File: config.mk
export PLATFORM = sky130hd
export DESIGN_NAME = ctrl_setup_trip
export DESIGN_NICKNAME = d
export VERILOG_FILES = /design/src/rtl/cst_pkg.sv /design/src/rtl/cst_ctrl_reg.sv /design/src/rtl/cst_setup_cell.sv /design/src/rtl/cst_prime_cell.sv /design/src/rtl/ctrl_setup_trip.sv
export SDC_FILE = /design/constraint.sdc
export NUM_CORES = 1
export LEC_CHECK = 0
export BUFFER_PORTS_ARGS = -buffer_cell sky130_fd_sc_hd__buf_2
export CORE_ASPECT_RATIO = 0.7
export CORE_MARGIN = 4
export CORE_UTILIZATION = 60
export CTS_CLUSTER_SIZE = 12
export DETAILED_ROUTE_END_ITERATION = 10
export GPL_TIMING_DRIVEN = 0
export HOLD_SLACK_MARGIN = 0.1
export PLACE_DENSITY_LB_ADDON = 0.15
export SYNTH_ARGS = -nofsm -noshare
export SYNTH_HDL_FRONTEND = slang
export SYNTH_SLANG_ARGS = --single-unit
File: constraint.sdc
create_clock -name clk -period 8.3 [get_ports clk]
set_clock_uncertainty 0.05 [all_clocks]
set_input_delay 0.415 -clock clk [delete_from_list [all_inputs] [get_ports clk]]
set_output_delay 0.415 -clock clk [all_outputs]
set_load 0.02 [all_outputs]
File: src/rtl/cst_pkg.sv
package cst_pkg;
  typedef enum logic [1:0] {
    REG_CTRL  = 2'd0,
    REG_SETUP = 2'd1,
    REG_PRIME = 2'd2,
    REG_READY = 2'd3
  } reg_sel_e;

  localparam int CTRL_TRIP_BIT = 0;
  localparam int CTRL_LKO_BIT  = 1;
endpackage

File: src/rtl/cst_ctrl_reg.sv
module cst_ctrl_reg (
  input  logic clk,
  input  logic rst_n,
  input  logic wr_en,
  input  logic w_trip,
  input  logic w_lko,
  input  logic setup_any,
  output logic trip_o,
  output logic lko_o
);
  logic trip_q, trip_d;
  logic lko_q, lko_d;

  always_comb begin
    trip_d = trip_q;
    lko_d  = lko_q;
    if (wr_en) begin
      trip_d = w_trip;
      lko_d  = w_lko;
    end
    if (setup_any) trip_d = 1'b0;
  end

  always_ff @(posedge clk or negedge rst_n) begin
    if (!rst_n) begin
      trip_q <= 1'b0;
      lko_q  <= 1'b0;
    end else begin
      trip_q <= trip_d;
      lko_q  <= lko_d;
    end
  end

  assign trip_o = trip_q;
  assign lko_o  = lko_q;

  assert_trip_hw_clear_R4: assert property (@(posedge clk) disable iff (!rst_n)
    setup_any |=> !trip_o);
  assert_ctrl_write_R1: assert property (@(posedge clk) disable iff (!rst_n)
    (wr_en && !setup_any) |=> (trip_o == $past(w_trip)) && (lko_o == $past(w_lko)));
endmodule

File: src/rtl/cst_setup_cell.sv
module cst_setup_cell #(
  parameter int CLR_DELAY = 150
) (
  input  logic clk,
  input  logic rst_n,
  input  logic setup_in,
  input  logic clr_req,
  output logic stat_o
);
  localparam int CW = $clog2(CLR_DELAY + 1);

  logic          stat_q, stat_d;
  logic          pend_q, pend_d;
  logic [CW-1:0] cnt_q, cnt_d;

  always_comb begin
    stat_d = stat_q;
    pend_d = pend_q;
    cnt_d  = cnt_q;
    if (setup_in) begin
      stat_d = 1'b1;
      pend_d = 1'b0;
      cnt_d  = '0;
    end else if (pend_q) begin
      if (cnt_q == '0) begin
        stat_d = 1'b0;
        pend_d = 1'b0;
      end else begin
        cnt_d = cnt_q - CW'(1);
      end
    end else if (clr_req && stat_q) begin
      pend_d = 1'b1;
      cnt_d  = CW'(CLR_DELAY - 1);
    end
  end

  always_ff @(posedge clk or negedge rst_n) begin
    if (!rst_n) begin
      stat_q <= 1'b0;
      pend_q <= 1'b0;
      cnt_q  <= '0;
    end else begin
      stat_q <= stat_d;
      pend_q <= pend_d;
      cnt_q  <= cnt_d;
    end
  end

  assign stat_o = stat_q;

  assert_setup_sets_R2: assert property (@(posedge clk) disable iff (!rst_n)
    setup_in |=> stat_o);
  assert_clear_delayed_R3: assert property (@(posedge clk) disable iff (!rst_n)
    (CLR_DELAY > 1 && clr_req && stat_q && !pend_q && !setup_in) |=> stat_o);
  assert_fall_needs_pending_R9: assert property (@(posedge clk) disable iff (!rst_n)
    $fell(stat_q) |-> ($past(pend_q) && !$past(setup_in)));
endmodule

File: src/rtl/cst_prime_cell.sv
module cst_prime_cell #(
  parameter int PRIME_CYCLES = 6
) (
  input  logic clk,
  input  logic rst_n,
  input  logic prime_req,
  input  logic setup_in,
  input  logic desc_ok,
  output logic prime_o,
  output logic ready_o
);
  localparam int CW = $clog2(PRIME_CYCLES + 1);

  logic          prime_q, prime_d;
  logic          rdy_q, rdy_d;
  logic          seen_q, seen_d;
  logic [CW-1:0] cnt_q, cnt_d;

  always_comb begin
    prime_d = prime_q;
    rdy_d   = rdy_q;
    seen_d  = seen_q;
    cnt_d   = cnt_q;
    if (prime_q) begin
      seen_d = seen_q | setup_in;
      if (cnt_q == '0) begin
        prime_d = 1'b0;
        rdy_d   = desc_ok & ~seen_q & ~setup_in;
        seen_d  = 1'b0;
      end else begin
        cnt_d = cnt_q - CW'(1);
      end
    end else if (prime_req) begin
      prime_d = 1'b1;
      rdy_d   = 1'b0;
      seen_d  = setup_in;
      cnt_d   = CW'(PRIME_CYCLES - 1);
    end
  end

  always_ff @(posedge clk or negedge rst_n) begin
    if (!rst_n) begin
      prime_q <= 1'b0;
      rdy_q   <= 1'b0;
      seen_q  <= 1'b0;
      cnt_q   <= '0;
    end else begin
      prime_q <= prime_d;
      rdy_q   <= rdy_d;
      seen_q  <= seen_d;
      cnt_q   <= cnt_d;
    end
  end

  assign prime_o = prime_q;
  assign ready_o = rdy_q;

  assert_no_ready_while_priming_R5: assert property (@(posedge clk) disable iff (!rst_n)
    prime_o |-> !ready_o);
  assert_setup_fails_prime_R7: assert property (@(posedge clk) disable iff (!rst_n)
    (prime_o && setup_in) |=> !ready_o);
  assert_ready_needs_desc_R6: assert property (@(posedge clk) disable iff (!rst_n)
    ($fell(prime_o) && ready_o) |-> $past(desc_ok));
endmodule

File: src/rtl/ctrl_setup_trip.sv
module ctrl_setup_trip #(
  parameter int NUM_EP       = 12,
  parameter int CLR_DELAY    = 150,
  parameter int PRIME_CYCLES = 6
) (
  input  logic              clk,
  input  logic              rst_n,
  input  logic              reg_wr,
  input  logic [1:0]        reg_addr,
  input  logic [NUM_EP-1:0] reg_wdata,
  output logic [NUM_EP-1:0] reg_rdata,
  input  logic [NUM_EP-1:0] setup_stored,
  input  logic [NUM_EP-1:0] desc_valid,
  output logic              irq
);
  import cst_pkg::*;

  localparam int PAD_W = NUM_EP - 2;

  logic [1:0]        rst_sync_q;
  logic              rst_int_n;
  logic              setup_any;
  logic              wr_ctrl, wr_setup, wr_prime;
  logic              trip, lko;
  logic [NUM_EP-1:0] setup_stat, prime_bits, ready_bits;

  always_ff @(posedge clk or negedge rst_n) begin
    if (!rst_n) rst_sync_q <= 2'b00;
    else        rst_sync_q <= {rst_sync_q[0], 1'b1};
  end
  assign rst_int_n = rst_sync_q[1];

  assign setup_any = |setup_stored;
  assign wr_ctrl   = reg_wr && (reg_addr == REG_CTRL);
  assign wr_setup  = reg_wr && (reg_addr == REG_SETUP);
  assign wr_prime  = reg_wr && (reg_addr == REG_PRIME);

  cst_ctrl_reg u_ctrl (
    .clk       (clk),
    .rst_n     (rst_int_n),
    .wr_en     (wr_ctrl),
    .w_trip    (reg_wdata[CTRL_TRIP_BIT]),
    .w_lko     (reg_wdata[CTRL_LKO_BIT]),
    .setup_any (setup_any),
    .trip_o    (trip),
    .lko_o     (lko)
  );

  for (genvar i = 0; i < NUM_EP; i++) begin : g_ep
    cst_setup_cell #(.CLR_DELAY(CLR_DELAY)) u_setup (
      .clk      (clk),
      .rst_n    (rst_int_n),
      .setup_in (setup_stored[i]),
      .clr_req  (wr_setup && reg_wdata[i]),
      .stat_o   (setup_stat[i])
    );
    cst_prime_cell #(.PRIME_CYCLES(PRIME_CYCLES)) u_prime (
      .clk       (clk),
      .rst_n     (rst_int_n),
      .prime_req (wr_prime && reg_wdata[i]),
      .setup_in  (setup_stored[i]),
      .desc_ok   (desc_valid[i]),
      .prime_o   (prime_bits[i]),
      .ready_o   (ready_bits[i])
    );
  end

  always_comb begin
    case (reg_addr)
      REG_CTRL:  reg_rdata = {{PAD_W{1'b0}}, lko, trip};
      REG_SETUP: reg_rdata = setup_stat;
      REG_PRIME: reg_rdata = prime_bits;
      default:   reg_rdata = ready_bits;
    endcase
  end

  assign irq = |setup_stat;

  assert_irq_on_setup_R8: assert property (@(posedge clk) disable iff (!rst_int_n)
    setup_any |=> irq);
  assert_ready_ro_R10: assert property (@(posedge clk) disable iff (!rst_int_n)
    (reg_wr && reg_addr == REG_READY && prime_bits == '0) |=> $stable(ready_bits));
endmodule

After elaboration in Yosys (flattened, before gate mapping):

Cells that the tools add are included.

* flip-flop bits (word level): 196
* output and inout bits: 13

* add/sub/neg operators: 24
* equal/unequal tests: 38
* multiplexer cells: 279
* bitwise operators: 60
* reduce and logical (&&, ||, !) cells: 163

Operator list (count)
* $mux W8: 48
* $mux W1: 194
* $mux W3: 36
* $logic_not A8 Y1: 12
* $reduce_and A2 Y1: 48
* $sub A8 B1 Y8 const B: 12
* $reduce_bool A2 Y1: 37
* $ne A2 B2 Y1 const B: 24
* $logic_and A1 B1 Y1: 39
* $logic_not A3 Y1: 12
* $ne A3 B3 Y1 const B: 12
* $pmux W12 S3: 1
* $reduce_bool A3 Y1: 12
* $sub A3 B1 Y3 const B: 12
* $and A1 B1 Y1: 24
* $not A1 Y1: 24
* $reduce_or A12 Y1: 2
* $or A1 B1 Y1: 12
* $eq A2 B1 Y1 const B: 1
* $eq A2 B2 Y1 const B: 1
* $logic_not A2 Y1: 1

Depth between registers and ports, before layout:

* word-level depth: 7
* mapped depth: 6

Cells and area by module:

From an unflattened synthesis, not the netlist that was laid out.

* cell total of the unflattened synthesis: 1158
* area total of the unflattened synthesis: 11446.0 um2

Modules (own cells, without submodules)
* cst_setup_cell at g_ep[0].u_setup ...: times used 10, cells each 60, area each 566.8 um2, sequential area each 250.2 um2
* cst_prime_cell: times used 12, cells each 31, area each 327.8 um2, sequential area each 150.1 um2
* ctrl_setup_trip: times used 1, cells each 67, area each 624.3 um2, sequential area each 50.0 um2
* cst_setup_cell at g_ep[8].u_setup: times used 1, cells each 57, area each 580.6 um2, sequential area each 250.2 um2
* cst_setup_cell at g_ep[9].u_setup: times used 1, cells each 57, area each 560.5 um2, sequential area each 250.2 um2
* cst_ctrl_reg: times used 1, cells each 5, area each 78.8 um2, sequential area each 50.0 um2

Worst setup path after synthesis:

Ideal clock, no wire load.

* path kind: input -> output
* start: input port reg_addr[0]
* end: output port reg_rdata[11]
* arrival time: 1506 ps
* data required time: 7835 ps
* setup slack: 6329 ps
* stages on the path: 4
* cells stage by stage: clkbuf_1 -> buf_2 -> mux2_2 -> a22o_1

* word-level cells in the longest chain between the ends: 2
* elaborated cells between the ends (all ways): 4

RTL lines
* from (decl): RTL line ctrl_setup_trip.sv:9 `input logic [1:0] reg_addr,`
* $eq A2 B2 Y1, or another cell as far along: RTL line ctrl_setup_trip.sv:69 `case (reg_addr)`
* $pmux W12 S3 (*): RTL line ctrl_setup_trip.sv:69
* to (decl): RTL line ctrl_setup_trip.sv:11 `output logic [NUM_EP-1:0] reg_rdata,`

Every way passes the cells marked *; elsewhere a longest branch is shown, timed or not.

Worst setup path in the final report:

* start: input port reg_addr[0]
* end: output port reg_rdata[4]

Same word-level chain as after synthesis.

==> out/metrics.yaml <==
reg2reg_from: "g_ep[3].u_setup.cnt_q[4]"
wl_per_cell_um: 17.09
layout-drive-gt1-share: 0.1119
row_count: 41
dpl_cell_area_um2: 11590
firstDrtPassIters: 5
finalCriticalPeriod_ns: 2.727
cp_data_required_time_ns: 7.84
vdd_ir_drop_max_mv: 0.1344
cts_tree: "done"
crit_path_end_kind: "output port"
synth-warning-count: 0
start_util: 0.6100
post_cts_buffers: 0
grt_first_pass_wirelength_um: 41630
final_cell_area_um2: 12170
cts.sinks: 196
chipWidth_um: 169.5
fmax_mhz: 366.7
outcome: "completed"
ff2ff_path_depth: 4
antenna_found_initial: 0
synth_fp_nets: 1225
regToRegSetupSlack_ns: 6.29
synth_flop_cell: "dfrtp_1"
path_class: "input port to output port"
cap_violations: 0
timing_hold_violations_final: 0
drt_iter0_drc: 644
cp_max_fo: 10
drc: 0
io_buffer_count: 52
ys_ff_latch: 196
maxSlewViolCount: 0
crit_start: "reg_addr[0]"
cts_buffer_depth: 2
layoutNonFillerInstCount: 1460
numCtsBuffers: 17
synth_seq_area_share: 0.4478
synth_edf_count: 0
start_kind: "input port"
period_share: 0.3286
synth_cell_types: 73
wirelength_um: 24950
clk_pin_slew_ns: 0.07
r2r_end: "g_ep[3].u_setup.cnt_q[6]"
core_region_area_um2: 17950
setup_tns_ns: 0
p_leak_uw: 0.005511
worstHoldPathType: "input port to flop"
async_flop_share: 1.000
cp-endpoint: "reg_rdata[4]"
worstPathArrival_ns: 2.26
detail_route.vias_per_cell: 6.136
rsz0062_at_grt: "no"
worst_slew_pin_slew_ns: 0.7646
finalSetupViolCount: 0
dieArea_um2: 20520
nNetsFinal: 1300
grt_pass1_vias: 8249
fillCellCount: 1389
grt_usage: 0.2510
overflow: 0
avgSynthCellArea_um2: 9.642
die_y_um: 121.0
ant_nets: 0
final_cell_mix: "dfrtp_1 (195), nand2_1 (94), inv_1 (90), nor2_1 (69), o21ai_0 (57)"
dp_cells: 1427
layout_commonest_cell: "dfrtp_1"
whs_path_depth: 3
synth_cells: 1136
max_slew_margin: 0.4903
place_hpwl_um: 17770
hold_slack_ns: 0.1753
areaGrowthSynthToFinish_pct: 11.09
num_antenna_cells: 0
cts_resized: 0
powerDensity_nw_per_um2: 242.2
grt_max_degree: 61
clk_latency_ns: 0.44
holdBufCountCts: 1
gp_congestion: 0.8649
fin_util: 0.6777
ctsHtreeMaxLevel: 4
io_pins: 54
syn_area_um2: 10950
num_vias: 8958
cts-root-buf: "clkbuf_16"
==> state kept, by name (all words and copies together) (netlist names) <==
register              flops
g_ep.u_setup.cnt_q       96
g_ep.u_prime.cnt_q       36
g_ep.u_prime.prime_o     12
g_ep.u_prime.ready_o     12
g_ep.u_prime.seen_q      12
g_ep.u_setup.pend_q      12
g_ep.u_setup.stat_o      12
rst_sync_q                2
u_ctrl.lko_o              1
u_ctrl.trip_o             1
==> cells by family after synthesis <==
group	synth area share
and+or+nand+nor	0.1872
AOI/OAI and AO/OA	0.2066
DFF	0.4478
buffers and inverters	0.04284
adders and majority gates	0.05483
xor gates and xnor gates	0.02639
muxes	0.03393
other	0.0003424
==> synthesized netlist by cell type (4+ instances only) <==
cell type  count  area, um2
dfrtp_1      196       4905
nand2_1       94      352.8
inv_1         90      337.8
nor2_1        69      259.0
o21ai_0       57      285.3
ha_1          48      600.6
a21oi_1       47      235.2
nor3_1        39      195.2
nand2b_1      33      206.5
nand3_1       30      150.1
xnor2_1       29      254.0
clkbuf_1      27      101.4
a21o_1        26      195.2
nor4_1        25      156.4
o22ai_1       24      150.1
a211oi_1      22      165.2
mux2i_1       18      180.2
nor3b_1       18      135.1
or3_1         17      106.4
a31o_2        16      140.1
a211o_1       14      122.6
a221oi_1      13      113.9
mux2_2        13      146.4
a31oi_1       12      75.07
nand3b_1      12      90.09
a22o_1        11      96.34
a22oi_1       10      75.07
o21a_1         9      67.56
and3_1         7      43.79
o221ai_1       7      61.31
o2bb2ai_1      7      61.31
or4_1          7      52.55
nor2b_1        6      37.54
o211ai_1       6      45.04
o31ai_1        6      45.04
a311oi_1       5      43.79
nand4b_1       5      43.79
xor2_1         4      35.03
==> where the power goes <==
part	total, uW	switching [uW]	leakage (uW)	internal [uW]
sequential	1290	155	0.00253	1140
clock	797	366	0.000270	431
combinational	856	477	0.00272	379
==> layer usage <==
| metal | vias to the layer above | share of wire | global-route usage | wire, um |
|---|---|---|---|---|
| met2 | 262 | 0.44 | 0.3659 | 10870 |
| met1 | 4332 | 0.49 | 0.3774 | 12190 |
| met4 | 0 | 0.020 | 0.08044 | 488 |
| met5 | - | 0 | 0 | 0 |
| met3 | 35 | 0.056 | 0.05145 | 1394 |
| li1 | 4329 | - | - | - |
==> how the worst min path moves through the flow <==
stage | startpoint | end | slack [ns]
2_1_floorplan | rst_n | rst_sync_q[0] | 0.07
3_3_place_gp | rst_n | rst_sync_q[0] | 0.15
3_5_place_dp | rst_n | rst_sync_q[0] | 0.15
4_1_cts | desc_valid[2] | g_ep[2].u_prime.ready_o | 0.17
5_1_grt | desc_valid[1] | g_ep[1].u_prime.ready_o | 0.17
6_report | desc_valid[2] | g_ep[2].u_prime.ready_o | 0.18
==> critical path, stage by stage <==
cell and delay (ns):
buf_2 0.10, clkbuf_1 0.47, nor2b_1 0.21, clkbuf_1 0.60, a22o_1 0.29, buf_2 0.17
==> cell type report <==
cell class,count,area [um2],share of cell area
inverter,90,337.8,0.02776
clock buffer,21,460.4,0.03784
timing repair buffer,56,352.8,0.02900
buffer,32,131.4,0.01080
clock inverter,11,102.6,0.008432
multi-input combinational,818,5579,0.4585
sequential,196,4908,0.4034
tap,236,295.3,0.02427
==> through the flow <==
| step | worst slack, ns | power [uW] |
|---|---|---|
| 2_1_floorplan | 2.384 | 1944 |
| 6_report | 5.573 | 2946 |
| 3_3_place_gp | 0.02705 | 2104 |
| 3_5_place_dp | 5.589 | 2157 |
| 4_1_cts | 5.593 | 2961 |
| 5_1_grt | 5.467 | 3158 |
(Power assumes the default switching activity.)
